**config.mk**
```make
export PLATFORM = sky130hd
export DESIGN_NAME = subarray_sched
export DESIGN_NICKNAME = d
export VERILOG_FILES = /design/src/rtl/sched_pkg.sv /design/src/rtl/prune_table.sv /design/src/rtl/row_walker.sv /design/src/rtl/subarray_sched.sv
export SDC_FILE = /design/constraint.sdc
export NUM_CORES = 1
export LEC_CHECK = 0
export BUFFER_PORTS_ARGS = -buffer_cell sky130_fd_sc_hd__buf_2
export CAP_MARGIN = 20
export CORE_AREA = 10 10 64 66
export CTS_BUF_LIST = sky130_fd_sc_hd__clkbuf_2
export CTS_CLUSTER_SIZE = 14
export DETAILED_ROUTE_END_ITERATION = 7
export DIE_AREA = 0 0 74 76
export PLACE_DENSITY_LB_ADDON = 0.1
export SLEW_MARGIN = 40
export SYNTH_ARGS = -nofsm -noshare
export SYNTH_HDL_FRONTEND = slang
export SYNTH_SLANG_ARGS = --single-unit
```
**constraint.sdc**
```tcl
create_clock -name clk -period 4.04 [get_ports clk]
set_clock_uncertainty 0.2 [all_clocks]
set_input_delay 0.808 -clock clk [delete_from_list [all_inputs] [get_ports clk]]
set_output_delay 0.808 -clock clk [all_outputs]
set_load 0.005 [all_outputs]
```
**src/rtl/sched_pkg.sv**
```systemverilog
package sched_pkg;
  typedef enum logic {
    ST_IDLE = 1'b0,
    ST_RUN  = 1'b1
  } sched_state_e;
endpackage

```
**src/rtl/prune_table.sv**
```systemverilog
// One flag per filter slot plus a lookahead that finds the lowest live
// slot at or above a given index, so pruned slots cost no cycles.
module prune_table #(
  parameter int N_SLOTS = 8,
  parameter int SLOT_W  = 3
) (
  input  logic              clk,
  input  logic              rst,
  input  logic              wr_en,
  input  logic [SLOT_W-1:0] wr_idx,
  input  logic              wr_val,
  input  logic [SLOT_W:0]   search_lo,
  output logic              found,
  output logic [SLOT_W-1:0] found_idx,
  output logic [N_SLOTS-1:0] pruned_bits
);
  localparam logic [SLOT_W:0] SLOT_LIMIT = (SLOT_W+1)'(N_SLOTS);

  logic [N_SLOTS-1:0] flags_q;
  logic [N_SLOTS-1:0] cand;

  always_ff @(posedge clk) begin
    if (rst) begin
      flags_q <= '0;
    end else if (wr_en && ({1'b0, wr_idx} < SLOT_LIMIT)) begin
      flags_q[wr_idx] <= wr_val;
    end
  end

  for (genvar g = 0; g < N_SLOTS; g++) begin : g_cand
    localparam logic [SLOT_W:0] G_IDX = (SLOT_W+1)'(g);
    assign cand[g] = !flags_q[g] && (G_IDX >= search_lo);
  end

  always_comb begin
    found     = 1'b0;
    found_idx = '0;
    for (int i = N_SLOTS - 1; i >= 0; i--) begin
      if (cand[i]) begin
        found     = 1'b1;
        found_idx = SLOT_W'(i);
      end
    end
  end

  assign pruned_bits = flags_q;

  // the lookahead result must always name a live slot
  AST_FOUND_IS_LIVE: assert property (@(posedge clk) disable iff (rst)
    found |-> !flags_q[found_idx]);
endmodule

```
**src/rtl/row_walker.sv**
```systemverilog
// Nested row counter: input row outer, weight row inner, wraps after the
// last pair so back-to-back sub-arrays need no reload cycle.
module row_walker #(
  parameter int IN_BITS = 3,
  parameter int W_BITS  = 3,
  parameter int IN_W    = 2,
  parameter int WB_W    = 2
) (
  input  logic            clk,
  input  logic            rst,
  input  logic            clear,
  input  logic            step,
  output logic [IN_W-1:0] in_row,
  output logic [WB_W-1:0] w_row,
  output logic            first,
  output logic            last
);
  localparam logic [IN_W-1:0] IN_MAX = IN_W'(IN_BITS - 1);
  localparam logic [WB_W-1:0] W_MAX  = WB_W'(W_BITS - 1);

  logic [IN_W-1:0] in_q;
  logic [WB_W-1:0] w_q;

  always_ff @(posedge clk) begin
    if (rst || clear) begin
      in_q <= '0;
      w_q  <= '0;
    end else if (step) begin
      if (w_q == W_MAX) begin
        w_q  <= '0;
        in_q <= (in_q == IN_MAX) ? '0 : in_q + 1'b1;
      end else begin
        w_q <= w_q + 1'b1;
      end
    end
  end

  assign in_row = in_q;
  assign w_row  = w_q;
  assign first  = (in_q == '0) && (w_q == '0);
  assign last   = (in_q == IN_MAX) && (w_q == W_MAX);

  AST_ROW_BOUND: assert property (@(posedge clk) disable iff (rst)
    (in_q <= IN_MAX) && (w_q <= W_MAX));
  AST_INNER_LOOP: assert property (@(posedge clk) disable iff (rst)
    (step && !clear && (w_q != W_MAX)) |=> $stable(in_q));
endmodule

```
**src/rtl/subarray_sched.sv**
```systemverilog
module subarray_sched #(
  parameter int N_SLOTS = 8,
  parameter int IN_BITS = 3,
  parameter int W_BITS  = 3,
  localparam int SLOT_W = (N_SLOTS > 1) ? $clog2(N_SLOTS) : 1,
  localparam int IN_W   = (IN_BITS > 1) ? $clog2(IN_BITS) : 1,
  localparam int WB_W   = (W_BITS > 1) ? $clog2(W_BITS) : 1
) (
  input  logic              clk,
  input  logic              rst,
  input  logic              tbl_we,
  input  logic [SLOT_W-1:0] tbl_idx,
  input  logic              tbl_pruned,
  input  logic              start,
  output logic              busy,
  output logic              done,
  output logic              row_valid,
  output logic [SLOT_W-1:0] filt_idx,
  output logic [IN_W-1:0]   in_row,
  output logic [WB_W-1:0]   w_row,
  output logic              acc_clear,
  output logic              result_valid
);
  import sched_pkg::*;

  sched_state_e      state_q;
  logic [SLOT_W-1:0] filt_q;
  logic              done_q;
  logic              running;
  logic [SLOT_W:0]   search_lo;
  logic              nxt_found;
  logic [SLOT_W-1:0] nxt_idx;
  logic [N_SLOTS-1:0] pruned_bits;
  logic              pair_first;
  logic              pair_last;

  assign running   = (state_q == ST_RUN);
  assign search_lo = running ? ({1'b0, filt_q} + 1'b1) : '0;

  prune_table #(
    .N_SLOTS (N_SLOTS),
    .SLOT_W  (SLOT_W)
  ) i_table (
    .clk         (clk),
    .rst         (rst),
    .wr_en       (tbl_we && !running),
    .wr_idx      (tbl_idx),
    .wr_val      (tbl_pruned),
    .search_lo   (search_lo),
    .found       (nxt_found),
    .found_idx   (nxt_idx),
    .pruned_bits (pruned_bits)
  );

  row_walker #(
    .IN_BITS (IN_BITS),
    .W_BITS  (W_BITS),
    .IN_W    (IN_W),
    .WB_W    (WB_W)
  ) i_walker (
    .clk    (clk),
    .rst    (rst),
    .clear  (!running),
    .step   (running),
    .in_row (in_row),
    .w_row  (w_row),
    .first  (pair_first),
    .last   (pair_last)
  );

  always_ff @(posedge clk) begin
    if (rst) begin
      state_q <= ST_IDLE;
      filt_q  <= '0;
      done_q  <= 1'b0;
    end else begin
      done_q <= 1'b0;
      case (state_q)
        ST_IDLE: begin
          if (start) begin
            if (nxt_found) begin
              state_q <= ST_RUN;
              filt_q  <= nxt_idx;
            end else begin
              done_q <= 1'b1;
            end
          end
        end
        ST_RUN: begin
          if (pair_last) begin
            if (nxt_found) begin
              filt_q <= nxt_idx;
            end else begin
              state_q <= ST_IDLE;
              done_q  <= 1'b1;
            end
          end
        end
        default: state_q <= ST_IDLE;
      endcase
    end
  end

  assign busy         = running;
  assign row_valid    = running;
  assign filt_idx     = filt_q;
  assign done         = done_q;
  assign acc_clear    = running && pair_first;
  assign result_valid = running && pair_last;

  AST_LIVE_ONLY: assert property (@(posedge clk) disable iff (rst)
    row_valid |-> !pruned_bits[filt_idx]);
  AST_SWITCH_AFTER_RESULT: assert property (@(posedge clk) disable iff (rst)
    (row_valid && $past(row_valid) && (filt_idx != $past(filt_idx))) |-> $past(result_valid));
  AST_ASCENDING: assert property (@(posedge clk) disable iff (rst)
    (row_valid && $past(row_valid) && (filt_idx != $past(filt_idx))) |-> (filt_idx > $past(filt_idx)));
  AST_CLEAR_FOLLOWS_RESULT: assert property (@(posedge clk) disable iff (rst)
    (row_valid && $past(row_valid) && $past(result_valid)) |-> acc_clear);
  AST_DONE_PULSE: assert property (@(posedge clk) disable iff (rst)
    done |=> !done);
  AST_BLOCKED_WRITE: assert property (@(posedge clk) disable iff (rst)
    (tbl_we && busy) |=> $stable(pruned_bits));
endmodule

```
==> metrics.csv, run 1 <==
metric;value;unit
die_h;76;um
synthesis.area;965;um2
io_pins;20;
htreeDepth;1;
drtIter0Drc;79;
place.detailed.hpwl;1870;um
root_buffer;clkbuf_2;
seqCellArea;340;um2
p_comb_share;14.2;%
antenna_found_initial;0;
final_max_slew_viol_count;0;
clock_latency;290;ps
cp-start-kind;flip-flop;
crit_fanout;15;
setup_viol;0;
worst_slack;1320;ps
synth_seq_cells;17;
multi_input_area;586;um2
vias_per_cell;5.29;
clock_path_buffers;2;
post_cts_buffers;0;
dieArea;0.00562;mm2
post-route-period-util;67.3;%
end_kind;output pin;
drt-total-wl;2450;um
via_count;894;
clkTransAtPathRegs;170;ps
diodes;0;
cp.required;3030;ps
slew_headroom;62.8;%
die_w;74;um
outcome;completed;
cts_tree;yes;
worst_pin_slew;557;ps
io_buffers;19;
reg2regPathDepth;7;
grt_usage;8.77;%
synth_area_leader_cell;dfxtp_1;
drtPass1Iterations;4;
cts_buffers;3;
grt_max_degree;16;
rows;20;
gr-total-overflow;0;
fin_nets;146;
ys_warn_count;0;
drive_gt1_share;21.3;%
pre_cts_slack;1680;ps
p_sw_share;28.8;%
synthTopCellsByArea;dfxtp_1 35%, mux2i_1 8.3%, a21oi_1 5.2%, nand2_1 5.1%, nor2_1 4.7%;
drt-wirelength-per-cell;14.5;um
syn-instance-count;118;
cts_hold_buf;0;
p_leak;0.469;nW
internal_power;0.000213;W
worst-setup-path-type;flip-flop to output pin;
layout_min_cycle_time;2720;ps
pwr-share-clk;25.6;%
switchingPower;0.0000864;W
hold_violations;0;
grt_pass1_wl;4080;um
synth_top_area_share;35.3;%
grt_pass1_vias;863;
fill_cells;314;
core_area;0.00293;mm2
fmax;368;MHz
yosysUniqueCellTypes;36;
syn_area_per_cell;8.18;um2
ctsResizeCount;0;
initial_core_util;32.9;%
clock-sinks;17;
critical_path_arrival;1710;ps
worstHoldPathType;flip-flop to flip-flop;
route.detailed.drc;0;
seq_area_frac_synth;35.3;%
p_per_area;273;mW/mm2
min_path_cells;2;
max_cap_viol_count;0;
syn_to_final_growth;13.7;%
tns;0;ps
grt_setup_unrepaired;no;
ant_nets;0;
max-vdd-ir-drop;0.146;mV
place_congestion;0.744;
synth_fp_nets;127;
pwr-share-seq;60.2;%
registers in the layout (all words and copies together) (netlist names):
register and cells:
i_table.pruned_bits 8, busy 1, i_walker.w_row 2, filt_idx 3, done 1, i_walker.in_row 2
power by group through the flow:
| stage | logic [W] | registers (W) | clock network [W] |
|---|---|---|---|
| 6_report | 0.0000426 | 0.000180 | 0.0000767 |
| 5_1_grt | 0.0000479 | 0.000182 | 0.0000905 |
| 4_1_cts | 0.0000430 | 0.000181 | 0.0000809 |
| 3_5_place_dp | 0.0000427 | 0.000184 | 0 |
| 3_3_place_gp | 0.0000428 | 0.000184 | 0 |
| 2_1_floorplan | 0.0000291 | 0.000181 | 0 |
per-stage QoR:
stage               hold slack (ps)  total power (W)  util [%]  instances  instance area (um2)
floorplan                       246         0.000210         -        118                  965
global placement                266         0.000227      36.8        165                 1080
detailed placement              267         0.000227      36.8        165                 1080
CTS                             289         0.000304      37.5        169                 1100
global route                    316         0.000320      37.5        169                 1100
finish                          288         0.000300      37.5        169                 1100
final timing paths:
check	end	slack, ps	start
worst max-delay path	acc_clear	1320	busy$_SDFF_PP0_
worst max register to register	busy$_SDFF_PP0_	1670	filt_idx[0]$_SDFFE_PP0P_
worst min register to register	i_table.pruned_bits[0]$_SDFFE_PP0P_	290	i_table.pruned_bits[0]$_SDFFE_PP0P_
worst min-delay path	i_table.pruned_bits[0]$_SDFFE_PP0P_	290	i_table.pruned_bits[0]$_SDFFE_PP0P_
cells in the final DEF, fill, tap and decap left out, drive strengths merged:
cell     count
o311a        1
a22o         1
clkbuf       3
a21oi       11
nand2       13
mux2i        8
nand3b       2
buf         19
o21bai       1
a21o         4
xor2         1
nor2        12
a21bo        1
nor3b        5
o21ai        8
a32o         1
o2111ai      1
nor3         5
and2         2
inv          4
nand2b       2
clkinv       1
nand3        3
a31oi        2
a41oi        1
a32oi        1
a41o         1
ha           1
nor2b        2
or3          1
dfxtp       17
o32ai        1
metal layers:
layer	GRT usage (%)	wire [um]
met5	0	0
met4	3.36	19
met1	10.5	1120
met2	14.2	1220
met3	2.34	94
worst max-delay path, stage by stage (launching register included):
cell     delay [ps]
dfxtp_1         630
inv_1           170
or3_1           370
nor3_1          120
buf_2           140
cell type report:
cell class / instances / share of cell area (%)
flip-flops and latches: 17 / 31.0
clock buffers: 3 / 1.37
clock inverters: 1 / 0.456
multi-input cells: 92 / 53.4
repair buffers: 19 / 8.67
inverters: 4 / 1.37
well taps: 33 / 3.76
cell usage after synthesis:
| master | n |
|---|---|
| buf_4 | 1 |
| ha_1 | 1 |
| and2_1 | 1 |
| inv_1 | 4 |
| nand2b_1 | 2 |
| nor2_1 | 12 |
| a32oi_1 | 1 |
| a21bo_1 | 1 |
| a21o_1 | 3 |
| clkbuf_1 | 3 |
| o21bai_1 | 1 |
| a22o_1 | 1 |
| nor3b_1 | 5 |
| buf_2 | 1 |
| o2111ai_1 | 1 |
| a31oi_1 | 2 |
| nor2b_1 | 2 |
| nand3_1 | 3 |
| or3_1 | 1 |
| o32ai_2 | 1 |
| a21oi_1 | 10 |
| a41o_2 | 1 |
| dfxtp_1 | 17 |
| nand2_1 | 13 |
| o21ai_0 | 7 |
| xor2_2 | 1 |
| a32o_1 | 1 |
| a41oi_1 | 1 |
| nand3b_1 | 2 |
| o311a_1 | 1 |
| a21oi_2 | 1 |
| nor3_1 | 5 |
| a21o_2 | 1 |
| mux2i_1 | 8 |
| and2_0 | 1 |
| o21ai_2 | 1 |
cells by family (layout without fill, tap and decap cells):
kind of cell / Yosys count / count (layout) / synth area share (%)
and+or+nand+nor: 47 / 47 / 23.9
AOI/OAI and AO/OA: 35 / 35 / 25.6
DFF: 17 / 17 / 35.3
buffers and inverters: 9 / 27 / 4.02
muxes: 8 / 8 / 8.30
adders and majority gates: 1 / 1 / 1.30
xor gates and xnor gates: 1 / 1 / 1.69
Note: power is estimated with default switching activity, not from simulation.
==> inputs of run 2 (changes only) <==
ABC_AREA = 1   (was unset)
clock period = 2.6 ns   (was 4.04 ns; I/O delays follow)
==> metrics.csv, run 2 <==
metric;value;unit
diodes;0;
critical_path_arrival;1360;ps
grt_usage;8.08;%
slew_headroom;73.4;%
hold_end;busy$_SDFF_PP0_;
fin_hold_ws;269;ps
min_path_cells;3;
syn_area_per_cell;6.30;um2
final_max_slew_viol_count;0;
async_reset_ff_share;0;%
synth_fp_nets;165;
reg2regPathDepth;13;
end_kind;output pin;
worst_pin_slew;399;ps
seq_area_frac_synth;34.6;%
seqCellArea;340;um2
root_buffer;clkbuf_2;
drt-total-wl;2240;um
multi_input_area;514;um2
route.detailed.drc;0;
tns;0;ps
outcome;completed;
grt_pass1_wl;3730;um
synthFlopType;dfxtp_1;
cp-start-kind;flip-flop;
pre_cts_slack;666;ps
reg2reg_from;filt_idx[0]$_SDFFE_PP0P_;
p_per_area;435;mW/mm2
synth_top_area_share;34.6;%
grt_pass1_vias;869;
max_stage_delay;610;ps
path_delay_family;flip-flops;
ant_nets;0;
io_buffers;19;
synth_common_cells;29 x nand2_1, 25 x inv_1, 23 x nor2_1;
vias_per_cell;4.62;
cp.depth;3;
r2r-end;filt_idx[1]$_SDFFE_PP0P_;
synthesis.area;982;um2
place.detailed.hpwl;1810;um
drive_gt1_share;20.0;%
die_h;76;um
synth_edf_count;0;
ctsResizeCount;0;
hold_violations;0;
clock-sinks;17;
drtPass1Iterations;4;
cp_num_buf_inv;2;
r2r_slack;660;ps
syn-instance-count;156;
critPathSlowestCell;dfxtp_1;
layout_min_cycle_time;2080;ps
synth.most_common_cell;nand2_1;
placed_area;0.00109;mm2
layout_commonest_cell;nand2_1;
worstHoldPathType;input pin to flip-flop;
worst_slack;520;ps
htreeDepth;1;
p_leak;0.545;nW
synthTopCellsByArea;dfxtp_1 35%, nand2_1 11%, inv_1 9.6%, nor2_1 8.8%, a21oi_1 6.6%;
clock_path_buffers;2;
via_count;961;
gr-total-overflow;0;
syn_to_final_growth;13.5;%
fmax;481;MHz
worst-setup-path-type;flip-flop to output pin;
clkTransAtPathRegs;200;ps
initial_core_util;33.5;%
cts_tree;yes;
max-vdd-ir-drop;0.259;mV
crit_chain;inv_1 -> nor2_1 -> buf_2;
hp-start;start;
cts_buffers;3;
fill_cells;325;
grt_setup_unrepaired;no;
post-route-period-util;80.0;%
die_w;74;um
drtIter0Drc;39;
antenna_found_initial;0;
post_cts_buffers;0;
largest_reg_flops;8;
yosysUniqueCellTypes;24;
max_cap_viol_count;0;
mostFrequentLayoutCells;29 x nand2_1, 25 x inv_1, 23 x nor2_1;
grt_max_degree;16;
ys_warn_count;0;
cp.required;1880;ps
setup_viol;0;
synth_area_leader_cell;dfxtp_1;
synth_seq_cells;17;
drt-wirelength-per-cell;10.8;um
postLayoutCellArea;0.00111;mm2
fin_nets;185;
cts_hold_buf;0;
rows;20;
io_pins;20;
place_congestion;0.766;
crit_fanout;11;
dieArea;0.00562;mm2
clock_latency;330;ps
core_area;0.00293;mm2
[run 2: changes by cell type after synthesis, moves of 3 or more]
| cell | previous run | this run |
|---|---|---|
| o21ai_1 | 0 | 3 |
| inv_1 | 4 | 25 |
| o21ai_0 | 7 | 12 |
| a21oi_1 | 10 | 13 |
| nor3_1 | 5 | 1 |
| a21o_1 | 3 | 0 |
| nand2_2 | 0 | 5 |
| nand3_1 | 3 | 12 |
| nor3b_1 | 5 | 0 |
| nor2_1 | 12 | 23 |
| nand2_1 | 13 | 29 |
| mux2i_1 | 8 | 0 |
[run 2: worst max-delay path by stage]
stage | startpoint | end | slack, ps
after global routing | busy$_SDFF_PP0_ | result_valid | 350
after global placement | filt_idx[0]$_SDFFE_PP0P_ | filt_idx[1]$_SDFFE_PP0P_ | 660
final | busy$_SDFF_PP0_ | result_valid | 520
after CTS | busy$_SDFF_PP0_ | result_valid | 460
after floorplan | filt_idx[0]$_SDFFE_PP0P_ | filt_idx[1]$_SDFFE_PP0P_ | 830
after detailed placement | filt_idx[0]$_SDFFE_PP0P_ | filt_idx[1]$_SDFFE_PP0P_ | 670
[run 2: cell type report]
type | instances | share of cell area, %
Clock buffer | 3 | 1.35
Clock inverter | 1 | 0.673
Inverter | 27 | 9.09
Multi-Input combinational cell | 108 | 46.1
Sequential cell | 17 | 30.5
Tap cell | 33 | 3.70
Timing Repair Buffer | 19 | 8.53
[run 2: logic make-up after synthesis]
| family | Yosys count | synth area share, % |
|---|---|---|
| flip-flops | 17 | 34.7 |
| buffers and inverters | 31 | 13.0 |
| adder cells (fa/ha/maj) | 1 | 1.27 |
| AO/OA/AOI/OAI | 29 | 15.3 |
| AND/OR/NAND/NOR | 78 | 35.8 |
[run 2: worst register-to-register path, delay by kind of cell, from the launching register on]
kind          cells  cell delay, ps
fa+ha+maj         1             310
buf+inv           1              50
flops             1             400
simple gates     11             950
[run 2: metal layers]
metal | routed length, um | share of wire (%) | vias up | GRT usage [%]
met5 | 0 | 0 | - | 0
met4 | 51 | 2.3 | 0 | 4.48
met3 | 97 | 4.3 | 5 | 2.08
met2 | 976 | 44 | 18 | 11.9
met1 | 1120 | 50 | 409 | 10.3
li1 | - | - | 529 | -
[run 2: stage by stage]
step | instances | util, % | power (W)
after floorplan | 156 | - | 0.000340
final | 208 | 38.1 | 0.000485
after global placement | 204 | 37.3 | 0.000364
after detailed placement | 204 | 37.3 | 0.000364
after global routing | 208 | 38.1 | 0.000510
after CTS | 208 | 38.1 | 0.000492
[run 2: where the power goes]
part           internal (W)  leakage [nW]  switching, W  total [W]
clock             0.0000359        0.0126     0.0000924   0.000128
sequential         0.000268         0.138    0.00000939   0.000278
combinational     0.0000290         0.394     0.0000502  0.0000792
